<file path="src/rtl/core_evt_prio_pkg.sv">
package core_evt_prio_pkg;
  localparam int EVT_CNT = 16;
  localparam int IDX_W = $clog2(EVT_CNT);

  typedef logic [IDX_W-1:0] evtIdx_t;
  typedef logic [EVT_CNT-1:0] evtVec_t;

  // strobes from control to datapath
  typedef struct packed {
    logic    ackEn;
    evtIdx_t ackIdx;
    logic    rtiEn;
    evtIdx_t rtiIdx;
  } ctrlStrb_t;

  // lowest set index wins; flag reports any set bit
  function automatic evtIdx_t firstSet(input evtVec_t v);
    evtIdx_t r;
    r = '0;
    for (int i = EVT_CNT - 1; i >= 0; i--) begin
      if (v[i]) r = evtIdx_t'(i);
    end
    return r;
  endfunction
endpackage

</file>
<file path="src/rtl/core_evt_prio_dp.sv">
module core_evt_prio_dp
  import core_evt_prio_pkg::*;
#(
  parameter int RSV_SLOT  = 4,
  parameter int NUM_FIXED = 4,
  parameter int NUM_SW    = 2
) (
  input  logic              clk,
  input  logic              rstN,
  input  evtVec_t           evtReq,
  input  logic [NUM_SW-1:0] swRaise,
  input  logic              maskWr,
  input  evtVec_t           maskData,
  input  ctrlStrb_t         strb,
  output logic              candValid,
  output evtIdx_t           candIdx,
  output logic              isrValid,
  output evtIdx_t           isrTop,
  output evtVec_t           pendQ,
  output evtVec_t           isrQ
);
  localparam int SW_BASE = EVT_CNT - NUM_SW;

  evtVec_t maskQ;
  evtVec_t fixedEn;
  evtVec_t maskable;
  evtVec_t swVec;
  evtVec_t setVec;
  evtVec_t ackClr;
  evtVec_t ackSet;
  evtVec_t rtiClr;
  evtVec_t eligible;

  for (genvar g = 0; g < EVT_CNT; g++) begin : g_slotCls
    assign fixedEn[g]  = (g < NUM_FIXED) && (g != RSV_SLOT);
    assign maskable[g] = (g >= NUM_FIXED) && (g != RSV_SLOT);
    if (g >= SW_BASE) begin : g_sw
      assign swVec[g] = swRaise[g - SW_BASE];
    end else begin : g_nosw
      assign swVec[g] = 1'b0;
    end
  end

  always_comb begin
    setVec = (evtReq | swVec) & (fixedEn | maskable);
    ackClr = '0;
    ackSet = '0;
    rtiClr = '0;
    if (strb.ackEn) begin
      ackClr[strb.ackIdx] = 1'b1;
      ackSet[strb.ackIdx] = 1'b1;
    end
    if (strb.rtiEn) rtiClr[strb.rtiIdx] = 1'b1;
  end

  always_ff @(posedge clk) begin
    if (!rstN) begin
      pendQ <= '0;
      isrQ  <= '0;
      maskQ <= '0;
    end else begin
      pendQ <= (pendQ & ~ackClr) | setVec;
      isrQ  <= (isrQ & ~rtiClr) | ackSet;
      if (maskWr) maskQ <= maskData & maskable;
    end
  end

  always_comb begin
    eligible  = pendQ & (fixedEn | maskQ);
    candValid = |eligible;
    candIdx   = firstSet(eligible);
    isrValid  = |isrQ;
    isrTop    = firstSet(isrQ);
  end

  for (genvar g = 0; g < EVT_CNT; g++) begin : g_pendChk

    pend_hold_chk: assert property (@(posedge clk) disable iff (!rstN)
      (pendQ[g] && !(strb.ackEn && strb.ackIdx == evtIdx_t'(g))) |=> pendQ[g]);
  end


  ack_enter_chk: assert property (@(posedge clk) disable iff (!rstN)
    strb.ackEn |=> isrQ[$past(strb.ackIdx)]);


  rti_leave_chk: assert property (@(posedge clk) disable iff (!rstN)
    strb.rtiEn |=> !isrQ[$past(strb.rtiIdx)]);


  rsv_quiet_chk: assert property (@(posedge clk) disable iff (!rstN)
    !pendQ[RSV_SLOT] && !isrQ[RSV_SLOT]);
endmodule

</file>
<file path="src/rtl/core_evt_prio_ctrl.sv">
module core_evt_prio_ctrl
  import core_evt_prio_pkg::*;
#(
  parameter int RSV_SLOT = 4
) (
  input  logic      clk,
  input  logic      rstN,
  input  logic      candValid,
  input  evtIdx_t   candIdx,
  input  logic      isrValid,
  input  evtIdx_t   isrTop,
  input  logic      ack,
  input  logic      rti,
  output logic      evtValid,
  output evtIdx_t   evtIdx,
  output ctrlStrb_t strb
);
  always_comb begin
    evtValid    = candValid && (!isrValid || (candIdx < isrTop));
    evtIdx      = candIdx;
    strb.ackEn  = ack && evtValid;
    strb.ackIdx = candIdx;
    strb.rtiEn  = rti && isrValid;
    strb.rtiIdx = isrTop;
  end


  strict_preempt_chk: assert property (@(posedge clk) disable iff (!rstN)
    (evtValid && isrValid) |-> (evtIdx < isrTop));


  rsv_never_chk: assert property (@(posedge clk) disable iff (!rstN)
    evtValid |-> (evtIdx != evtIdx_t'(RSV_SLOT)));


  ack_idle_chk: assert property (@(posedge clk) disable iff (!rstN)
    !evtValid |-> !strb.ackEn);
endmodule

</file>
<file path="src/rtl/core_evt_prio.sv">
module core_evt_prio
  import core_evt_prio_pkg::*;
#(
  parameter int RSV_SLOT  = 4,
  parameter int NUM_FIXED = 4,
  parameter int NUM_SW    = 2
) (
  input  logic                clk,
  input  logic                rstN,
  input  logic [EVT_CNT-1:0]  evtReq,
  input  logic [NUM_SW-1:0]   swRaise,
  input  logic                maskWr,
  input  logic [EVT_CNT-1:0]  maskData,
  input  logic                ack,
  input  logic                rti,
  output logic                evtValid,
  output logic [IDX_W-1:0]    evtIdx,
  output logic [EVT_CNT-1:0]  pendingOut,
  output logic [EVT_CNT-1:0]  activeOut
);
  ctrlStrb_t strb;
  logic      candValid;
  evtIdx_t   candIdx;
  logic      isrValid;
  evtIdx_t   isrTop;

  core_evt_prio_dp #(
    .RSV_SLOT (RSV_SLOT),
    .NUM_FIXED(NUM_FIXED),
    .NUM_SW   (NUM_SW)
  ) dp_i (
    .clk      (clk),
    .rstN     (rstN),
    .evtReq   (evtReq),
    .swRaise  (swRaise),
    .maskWr   (maskWr),
    .maskData (maskData),
    .strb     (strb),
    .candValid(candValid),
    .candIdx  (candIdx),
    .isrValid (isrValid),
    .isrTop   (isrTop),
    .pendQ    (pendingOut),
    .isrQ     (activeOut)
  );

  core_evt_prio_ctrl #(
    .RSV_SLOT(RSV_SLOT)
  ) ctrl_i (
    .clk      (clk),
    .rstN     (rstN),
    .candValid(candValid),
    .candIdx  (candIdx),
    .isrValid (isrValid),
    .isrTop   (isrTop),
    .ack      (ack),
    .rti      (rti),
    .evtValid (evtValid),
    .evtIdx   (evtIdx),
    .strb     (strb)
  );
endmodule

</file>
<file path="config.mk">
export PLATFORM = sky130hd
export DESIGN_NAME = core_evt_prio
export DESIGN_NICKNAME = d
export VERILOG_FILES = /design/src/rtl/core_evt_prio_pkg.sv /design/src/rtl/core_evt_prio_dp.sv /design/src/rtl/core_evt_prio_ctrl.sv /design/src/rtl/core_evt_prio.sv
export SDC_FILE = /design/constraint.sdc
export NUM_CORES = 1
export LEC_CHECK = 0
export CAP_MARGIN = 20
export CORE_ASPECT_RATIO = 0.6
export CORE_MARGIN = 2
export CORE_UTILIZATION = 50
export CTS_CLUSTER_DIAMETER = 100
export DETAILED_ROUTE_END_ITERATION = 8
export DONT_BUFFER_PORTS = 1
export MAX_ROUTING_LAYER = met4
export PLACE_DENSITY = 0.68
export SLEW_MARGIN = 20
export SYNTH_ARGS = -nofsm -noshare
export SYNTH_HDL_FRONTEND = slang
export SYNTH_HIERARCHICAL = 1
export SYNTH_SLANG_ARGS = --single-unit
</file>
<file path="constraint.sdc">
create_clock -name clk -period 2.72 [get_ports clk]
set_clock_uncertainty 0.05 [all_clocks]
set_input_delay 0.544 -clock clk [delete_from_list [all_inputs] [get_ports clk]]
set_output_delay 0.544 -clock clk [all_outputs]
set_load 0.005 [all_outputs]
</file>
==> impl_metrics.csv, run 1 <==
group,metric,value,unit
outcome,status,"finished, violations left",
outcome,violations,"negative setup slack",
cells_and_area,final_cell_mix,"45 x buf_4, 41 x dfxtp_1, 31 x nor2b_1",
clocking,cts.sink_count,43,
routing,final_antenna_net_count,0,
power,powerDensity,553,nW/µm²
timing,holdWs,0.314,ns
worst_hold_path,min_from,"rstN",
power,vdd_drop_max,0.355,mV
placed_design,gp_congestion,0.941,
logic_synthesis,synth_top_area_cell,"dfxtp_1",
routing,drtIter0Drc,149,
clocking,cts_tree,"built",
timing,maxSlewHeadroom,55.3,%
timing,setup_tns,-2.52,ns
power,cellLeakagePower,1.25,nW
worst_hold_path,hold_class,"input pin to flop",
cells_and_area,stdcell_count,363,
die,num_io_pins,76,
setup_path,crit_slowest_cell,"dfxtp_2",
worst_hold_path,worstHoldPathCells,1,
timing,fmax,343,MHz
routing,vias_per_cell,5.79,
setup_path,path_cells,"a22oi_4, a21bo_1, a311oi_2, nor3_2, ha_1, o211ai_2, o21ai_2, a21boi_2",
setup_path,end_kind,"output port",
logic_synthesis,synth.distinct_cells,42,
routing,drt_pass1_iterations,5,
timing,timing.final.ws_setup,-0.198,ns
timing,hold_viol_final,0,
logic_synthesis,ys_ff_latch,43,
routing,drt_drc_violations_left,0,
cells_and_area,syn_to_final_growth,33.6,%
setup_path,critPathMaxStageDelay,0.34,ns
die,fp.coreArea,4190,µm²
setup_path,rr_endpoint,"dp_i/pendQ[2]",
logic_synthesis,syn_area,2220,µm²
timing,setup_viol,29,
setup_path,required,2.13,ns
global_routing,grt_pass1_wl,10100,µm
placed_design,io_buffer_count,0,
clocking,ctsHoldBuffers,0,
die,dieWidth,90.0,µm
die,num_rows,18,
clocking,root_buffer,"clkbuf_8",
global_routing,grt_use_total,26.3,%
setup_path,ff2ff_path_depth,13,
global_routing,grt_start_max_net_pins,44,
clocking,clk_pin_slew,0.09,ns
logic_synthesis,syn_nets,303,
setup_path,worst-setup-path-type,"flop to output port",
logic_synthesis,yosysSeqAreaShare,38.8,%
cells_and_area,multi_input_area,1470,µm²
global_routing,antenna_found_initial,0,
die,die_h,55.6,µm
logic_synthesis,yosysTopAreaCellShare,38.8,%
routing,avgRoutedWirePerCell,18.0,µm
logic_synthesis,syn_area_per_cell,8.50,µm²
global_routing,grt_pass1_vias,1923,
timing,slew_violations,0,
cells_and_area,drive_gt1_share,39.3,%
global_routing,gr-total-overflow,0,
setup_path,arrival,2.32,ns
cells_and_area,antenna_cells,0,
timing,rsz0062_at_grt,"true",
clocking,clock_latency,0.30,ns
clocking,h-tree-depth,2,
clocking,post-cts-setup-buffers,0,
setup_path,cp-start-kind,"flop",
setup_path,reg2reg_from,"dp_i/maskQ[7]",
timing,tightestPinTransition,0.668,ns
cells_and_area,seqCellArea,863,µm²
logic_synthesis,synthTopCellsByArea,"dfxtp_1 39%, nor2b_1 8.7%, a21boi_1 6.1%",
placed_design,pre_cts_ws,-0.168,ns
placed_design,dp_cells,356,
setup_path,path_max_fanout,3,
cells_and_area,fin_nets,344,
logic_synthesis,synthCells,261,
routing,totalWireLength,6540,µm
cells_and_area,layout.cells.most_common,"buf_4",
flow_run,maxCapViolations,0,
cells_and_area,n_fill_cell,335,
timing,min_period,2.92,ns
die,start_util,53.0,%
worst_hold_path,min_to,"dp_i/pendQ[1]",
logic_synthesis,ys.warnings.count,6,
placed_design,dp_hpwl,4800,µm
clocking,cts_buffers,5,
setup_path,r2r_slack,-0.15,ns
clocking,clockBufferDepth,2,
routing,vias,2103,
die,die-area,5010,µm²
timing,post-route-period-util,107,%
[metal layers]
metal  track usage (%)  vias to the layer above  share of wire, %  wire length (µm)
met1              39.6                     1005                46              2990
met2              35.3                       95                43              2840
met4              3.30                        0              0.67                44
met3              7.72                        4                10               667
met5                 -                        -                 0                 0
li1                  -                      999                 -                 -
[kinds of logic (layout without fill, tap and decap cells)]
kind of cell	Yosys count	in the layout	synth area share, %
adders and majority gates	3	3	1.69
muxes	11	11	4.96
buffers and inverters	25	67	6.31
DFF	43	43	38.8
AOI/OAI and AO/OA	75	75	23.6
and+or+nand+nor	104	104	24.7
[critical path: cells and delay by family (launching register included)]
kind,cells,cell delay [ns]
AOI/OAI and AO/OA,6,1.28
adders and majority gates,1,0.32
DFF,1,0.34
and+or+nand+nor,1,0.08
[timing repair]
item	CTS	global route
setup endpoints to repair	28	33
endpoints found under the hold margin	0	0
pin swaps	17	25
resized for setup	34	36
gates cloned	0	0
[power by group]
part / total, W / internal (W) / switching (W) / leakage (nW)
logic: 0.000422 / 0.000197 / 0.000225 / 0.831
clock network: 0.000523 / 0.000297 / 0.000226 / 0.0612
registers: 0.000695 / 0.000664 / 0.0000308 / 0.355
total: 0.00164 / 0.00116 / 0.000481 / 1.25
[registers in the layout (all words and copies together) (netlist names)]
name and flops:
dp_i/isrQ 16, dp_i/pendQ 16, dp_i/maskQ 11
[final cells by class]
cell class | count | area share, %
well taps | 60 | 2.53
repair buffers | 51 | 13.7
multi-input cells | 193 | 49.7
flip-flops and latches | 43 | 29.1
clock buffers | 6 | 2.78
clock inverters | 2 | 1.18
inverters | 8 | 1.01
[synth_stat cells (all sizes together)]
| cell type | n |
|---|---|
| clkbuf | 4 |
| nor3 | 2 |
| nor4 | 1 |
| a211oi | 4 |
| a2111oi | 1 |
| nor3b | 2 |
| inv | 8 |
| or4 | 2 |
| a311oi | 1 |
| nor2 | 12 |
| nor2b | 31 |
| and3 | 2 |
| a21oi | 18 |
| a21boi | 18 |
| dfxtp | 43 |
| or2 | 2 |
| and2 | 1 |
| nand2b | 3 |
| o2111ai | 1 |
| o32ai | 1 |
| mux2i | 11 |
| or3 | 1 |
| ha | 3 |
| nand2 | 29 |
| a22o | 1 |
| o211ai | 1 |
| o21ai | 17 |
| o31ai | 2 |
| a22oi | 3 |
| a32o | 1 |
| buf | 13 |
| a311o | 1 |
| a31oi | 3 |
| nand3 | 14 |
| a21bo | 1 |
| a221o | 1 |
| and3b | 2 |
[worst max path at each step]
stage	startpoint	to	slack [ns]	cells past startpoint
after floorplan	dp_i/pendQ[7]	dp_i/pendQ[14]	0.13	12
after global placement	dp_i/pendQ[15]	dp_i/pendQ[8]	-0.06	13
after detailed placement	dp_i/pendQ[15]	dp_i/isrQ[0]	-0.17	13
after CTS	dp_i/pendQ[13]	evtValid	-0.13	8
after global routing	dp_i/maskQ[7]	dp_i/pendQ[0]	-0.28	13
final	dp_i/maskQ[7]	evtValid	-0.20	8
[per-stage QoR]
| step | cell area, µm² | util [%] | power (W) |
|---|---|---|---|
| 6_report | 2970 | 70.8 | 0.00164 |
| 4_1_cts | 2810 | 67.1 | 0.00161 |
| 2_1_floorplan | 2220 | - | 0.000934 |
| 3_3_place_gp | 2570 | 61.5 | 0.00103 |
| 3_5_place_dp | 2570 | 61.5 | 0.00104 |
| 5_1_grt | 2970 | 70.8 | 0.00171 |
No activity file was read; power rests on OpenSTA's default activity.
==> run 2: changes to the inputs <==
--- a/config.mk
+++ b/config.mk
@@ -5,6 +5,7 @@
 export SDC_FILE = /design/constraint.sdc
 export NUM_CORES = 1
 export LEC_CHECK = 0
+export ABC_AREA = 1
 export CAP_MARGIN = 20
 export CORE_ASPECT_RATIO = 0.6
 export CORE_MARGIN = 2
==> run 2 against run 1 <==
The run still ends with negative setup slack left; worst setup slack improved by 0.070 ns; clock-buffer cell count decreased by 1; cell area decreased by 8.8%; clock power decreased by 24%; final cell count increased by 15%; largest power group unchanged.
==> impl_metrics.csv, run 2 <==
group,metric,value,unit
routing,met2_length,2680,µm
cells_and_area,final_cell_mix,"61 x nand2_1, 53 x nor2_1, 33 x dfxtp_1",
placed_design,dp_hpwl,4840,µm
cells_and_area,layout.cells.most_common,"nand2_1",
routing,wl_met3,573,µm
global_routing,grt_pass1_vias,1931,
logic_synthesis,yosysSeqAreaShare,39.5,%
power,powerDensity,557,nW/µm²
routing,drt_pass1_iterations,4,
placed_design,io_buffer_count,0,
timing,tightestPinTransition,0.384,ns
timing,timing.final.ws_setup,-0.128,ns
timing,min_period,2.85,ns
power,clockPowerShare,26.3,%
clocking,root_buffer,"clkbuf_8",
setup_path,worst-setup-path-type,"flop to flop",
logic_synthesis,yosys-top-cells-count,"77 x nand2_1, 56 x nor2_1, 43 x dfxtp_1, 36 x a21oi_1, 34 x inv_1",
logic_synthesis,syn_nets,374,
logic_synthesis,async_reset_ff_share,0,%
routing,top_layer,"met4",
timing,holdWs,0.307,ns
global_routing,antenna_found_initial,0,
cells_and_area,design_area,2710,µm²
worst_hold_path,hold_class,"input pin to flop",
die,dieWidth,89.3,µm
cells_and_area,stdcell_count,417,
cells_and_area,top_regs,"dp_i/isrQ x16, dp_i/pendQ x16, dp_i/maskQ x11",
power,cell_internal_pwr,0.00101,W
routing,vias,2183,
logic_synthesis,syn_area_per_cell,6.57,µm²
clocking,cts.sink_count,43,
global_routing,grt_start_max_net_pins,32,
cells_and_area,fin_nets,399,
routing,wl_met1,3110,µm
worst_hold_path,worstHoldPathCells,2,
power,p_sw_share,32.7,%
clocking,cts_buffers,5,
setup_path,path_max_fanout,4,
power,vdd_drop_max,0.371,mV
timing,slew_violations,0,
setup_path,end_kind,"flop",
global_routing,grt_pass1_wl,9400,µm
routing,vias_per_cell,5.24,
die,num_io_pins,76,
clocking,clockBufferDepth,2,
setup_path,cp-start-kind,"flop",
die,die-area,4920,µm²
logic_synthesis,synth_edf_count,0,
routing,drtIter0Drc,200,
die,start_util,52.6,%
setup_path,r2r_slack,-0.13,ns
routing,totalWireLength,6420,µm
logic_synthesis,yosysTopAreaCellShare,39.5,%
timing,fmax,351,MHz
worst_hold_path,min_from,"evtReq[10]",
setup_path,reg2reg_from,"dp_i/isrQ[14]",
timing,setup_viol,15,
setup_path,rr_endpoint,"dp_i/pendQ[9]",
timing,rsz0062_at_grt,"true",
clocking,h-tree-depth,2,
routing,drt_drc_violations_left,0,
power,comb_power_share,27.3,%
cells_and_area,antenna_cells,0,
timing,post-route-period-util,105,%
logic_synthesis,synthCells,332,
logic_synthesis,ys.warnings.count,6,
timing,maxSlewHeadroom,74.3,%
logic_synthesis,ys.flop_type,"dfxtp_1",
setup_path,required,2.85,ns
logic_synthesis,syn_area,2180,µm²
clocking,clock_latency,0.30,ns
cells_and_area,drive_gt1_share,30.8,%
routing,avgRoutedWirePerCell,15.4,µm
logic_synthesis,synth.distinct_cells,25,
power,p_switching,0.000492,W
die,die_h,55.2,µm
outcome,status,"finished, violations left",
flow_run,maxCapViolations,0,
cells_and_area,syn_to_final_growth,24.0,%
setup_path,ff2ff_path_depth,23,
logic_synthesis,yosysMostFrequentCell,"nand2_1",
timing,hold_viol_final,0,
die,num_rows,18,
clocking,clk_pin_slew,0.08,ns
worst_hold_path,min_to,"dp_i/pendQ[10]",
clocking,cts_tree,"built",
placed_design,gp_congestion,0.894,
logic_synthesis,synth_top_area_cell,"dfxtp_1",
placed_design,dp_cells,405,
logic_synthesis,ys_ff_latch,43,
setup_path,arrival,2.98,ns
logic_synthesis,synthTopCellsByArea,"dfxtp_1 39%, nand2_1 13%, nor2_1 9.6%",
global_routing,grt_use_total,27.4,%
global_routing,gr-total-overflow,0,
routing,final_antenna_net_count,0,
power,cellLeakagePower,1.27,nW
outcome,violations,"negative setup slack",
power,pwr-share-seq,46.4,%
cells_and_area,final_util,65.3,%
placed_design,placed_area,2380,µm²
die,fp.coreArea,4140,µm²
==> run 2: logic make-up (layout without fill, tap and decap cells) <==
| group | Yosys count | count (layout) | synth area share [%] |
|---|---|---|---|
| buffers and inverters | 62 | 87 | 14.0 |
| AOI/OAI and AO/OA | 66 | 66 | 15.7 |
| adders and majority gates | 3 | 3 | 1.72 |
| and+or+nand+nor | 158 | 158 | 29.1 |
| DFF | 43 | 43 | 39.5 |
==> run 2: layout make-up <==
| type | instances | area [µm²] |
|---|---|---|
| timing repair buffer | 36 | 289 |
| tap | 60 | 75.1 |
| multi-input combinational | 227 | 1190 |
| clock buffer | 5 | 68.8 |
| sequential | 43 | 873 |
| fill | 400 | 1440 |
| inverter | 44 | 195 |
| clock inverter | 2 | 13.8 |
==> run 2: what timing repair did <==
action,CTS,global route
setup buffers,6,0
resized for setup,30,38
hold buffers,0,0
pin swaps,12,19
setup endpoints to repair,7,34
==> run 2: power by group through the flow <==
stage / Sequential (W) / Combinational [W] / Clock (W)
4_1_cts: 0.000695 / 0.000375 / 0.000402
3_5_place_dp: 0.000708 / 0.000322 / 0
6_report: 0.000699 / 0.000412 / 0.000395
2_1_floorplan: 0.000707 / 0.000233 / 0
3_3_place_gp: 0.000707 / 0.000316 / 0
5_1_grt: 0.000703 / 0.000453 / 0.000432
==> run 2: worst max-delay path by stage <==
stage	cells after the start	slack (ns)	from	endpoint
finish	23	-0.13	dp_i/isrQ[14]	dp_i/pendQ[9]
CTS	17	-0.06	dp_i/maskQ[14]	evtValid
floorplan	21	0.37	dp_i/pendQ[14]	dp_i/pendQ[3]
global route	19	-0.30	dp_i/isrQ[2]	dp_i/pendQ[9]
detailed placement	17	-0.003	dp_i/isrQ[15]	dp_i/pendQ[8]
global placement	22	0.07	dp_i/pendQ[14]	dp_i/pendQ[8]
==> run 2: per-stage QoR <==
step	TNS, ns	setup WS, ns	total power [W]
global route	-5.65	-0.296	0.00159
floorplan	0	0.371	0.000940
CTS	-0.0555	-0.0555	0.00147
global placement	0	0.0715	0.00102
finish	-1.00	-0.128	0.00151
detailed placement	-0.00308	-0.00308	0.00103
==> run 2: worst max-delay path, cell delays in order, from the launching register on <==
cell     delay, ns
dfxtp_2       0.33
or2_1         0.26
nand3_2       0.10
nand3_1       0.07
nand3_1       0.06
nand3_1       0.08
a21oi_2       0.18
nor3_2        0.06
inv_1         0.07
ha_1          0.23
nand2_1       0.07
nand2_1       0.05
nand2_1       0.06
nand2_1       0.05
nand2_1       0.06
nand2_2       0.07
buf_6         0.12
nor2_4        0.10
inv_2         0.06
nor3_2        0.13
buf_4         0.19
nand2_2       0.09
a21oi_2       0.15
nor2_1        0.05
==> run 2: metal layers <==
metal | up-vias | track usage [%]
met4 | 0 | 6.47
li1 | 1092 | -
met3 | 7 | 8.01
met5 | - | -
met2 | 81 | 38.0
met1 | 1003 | 39.0
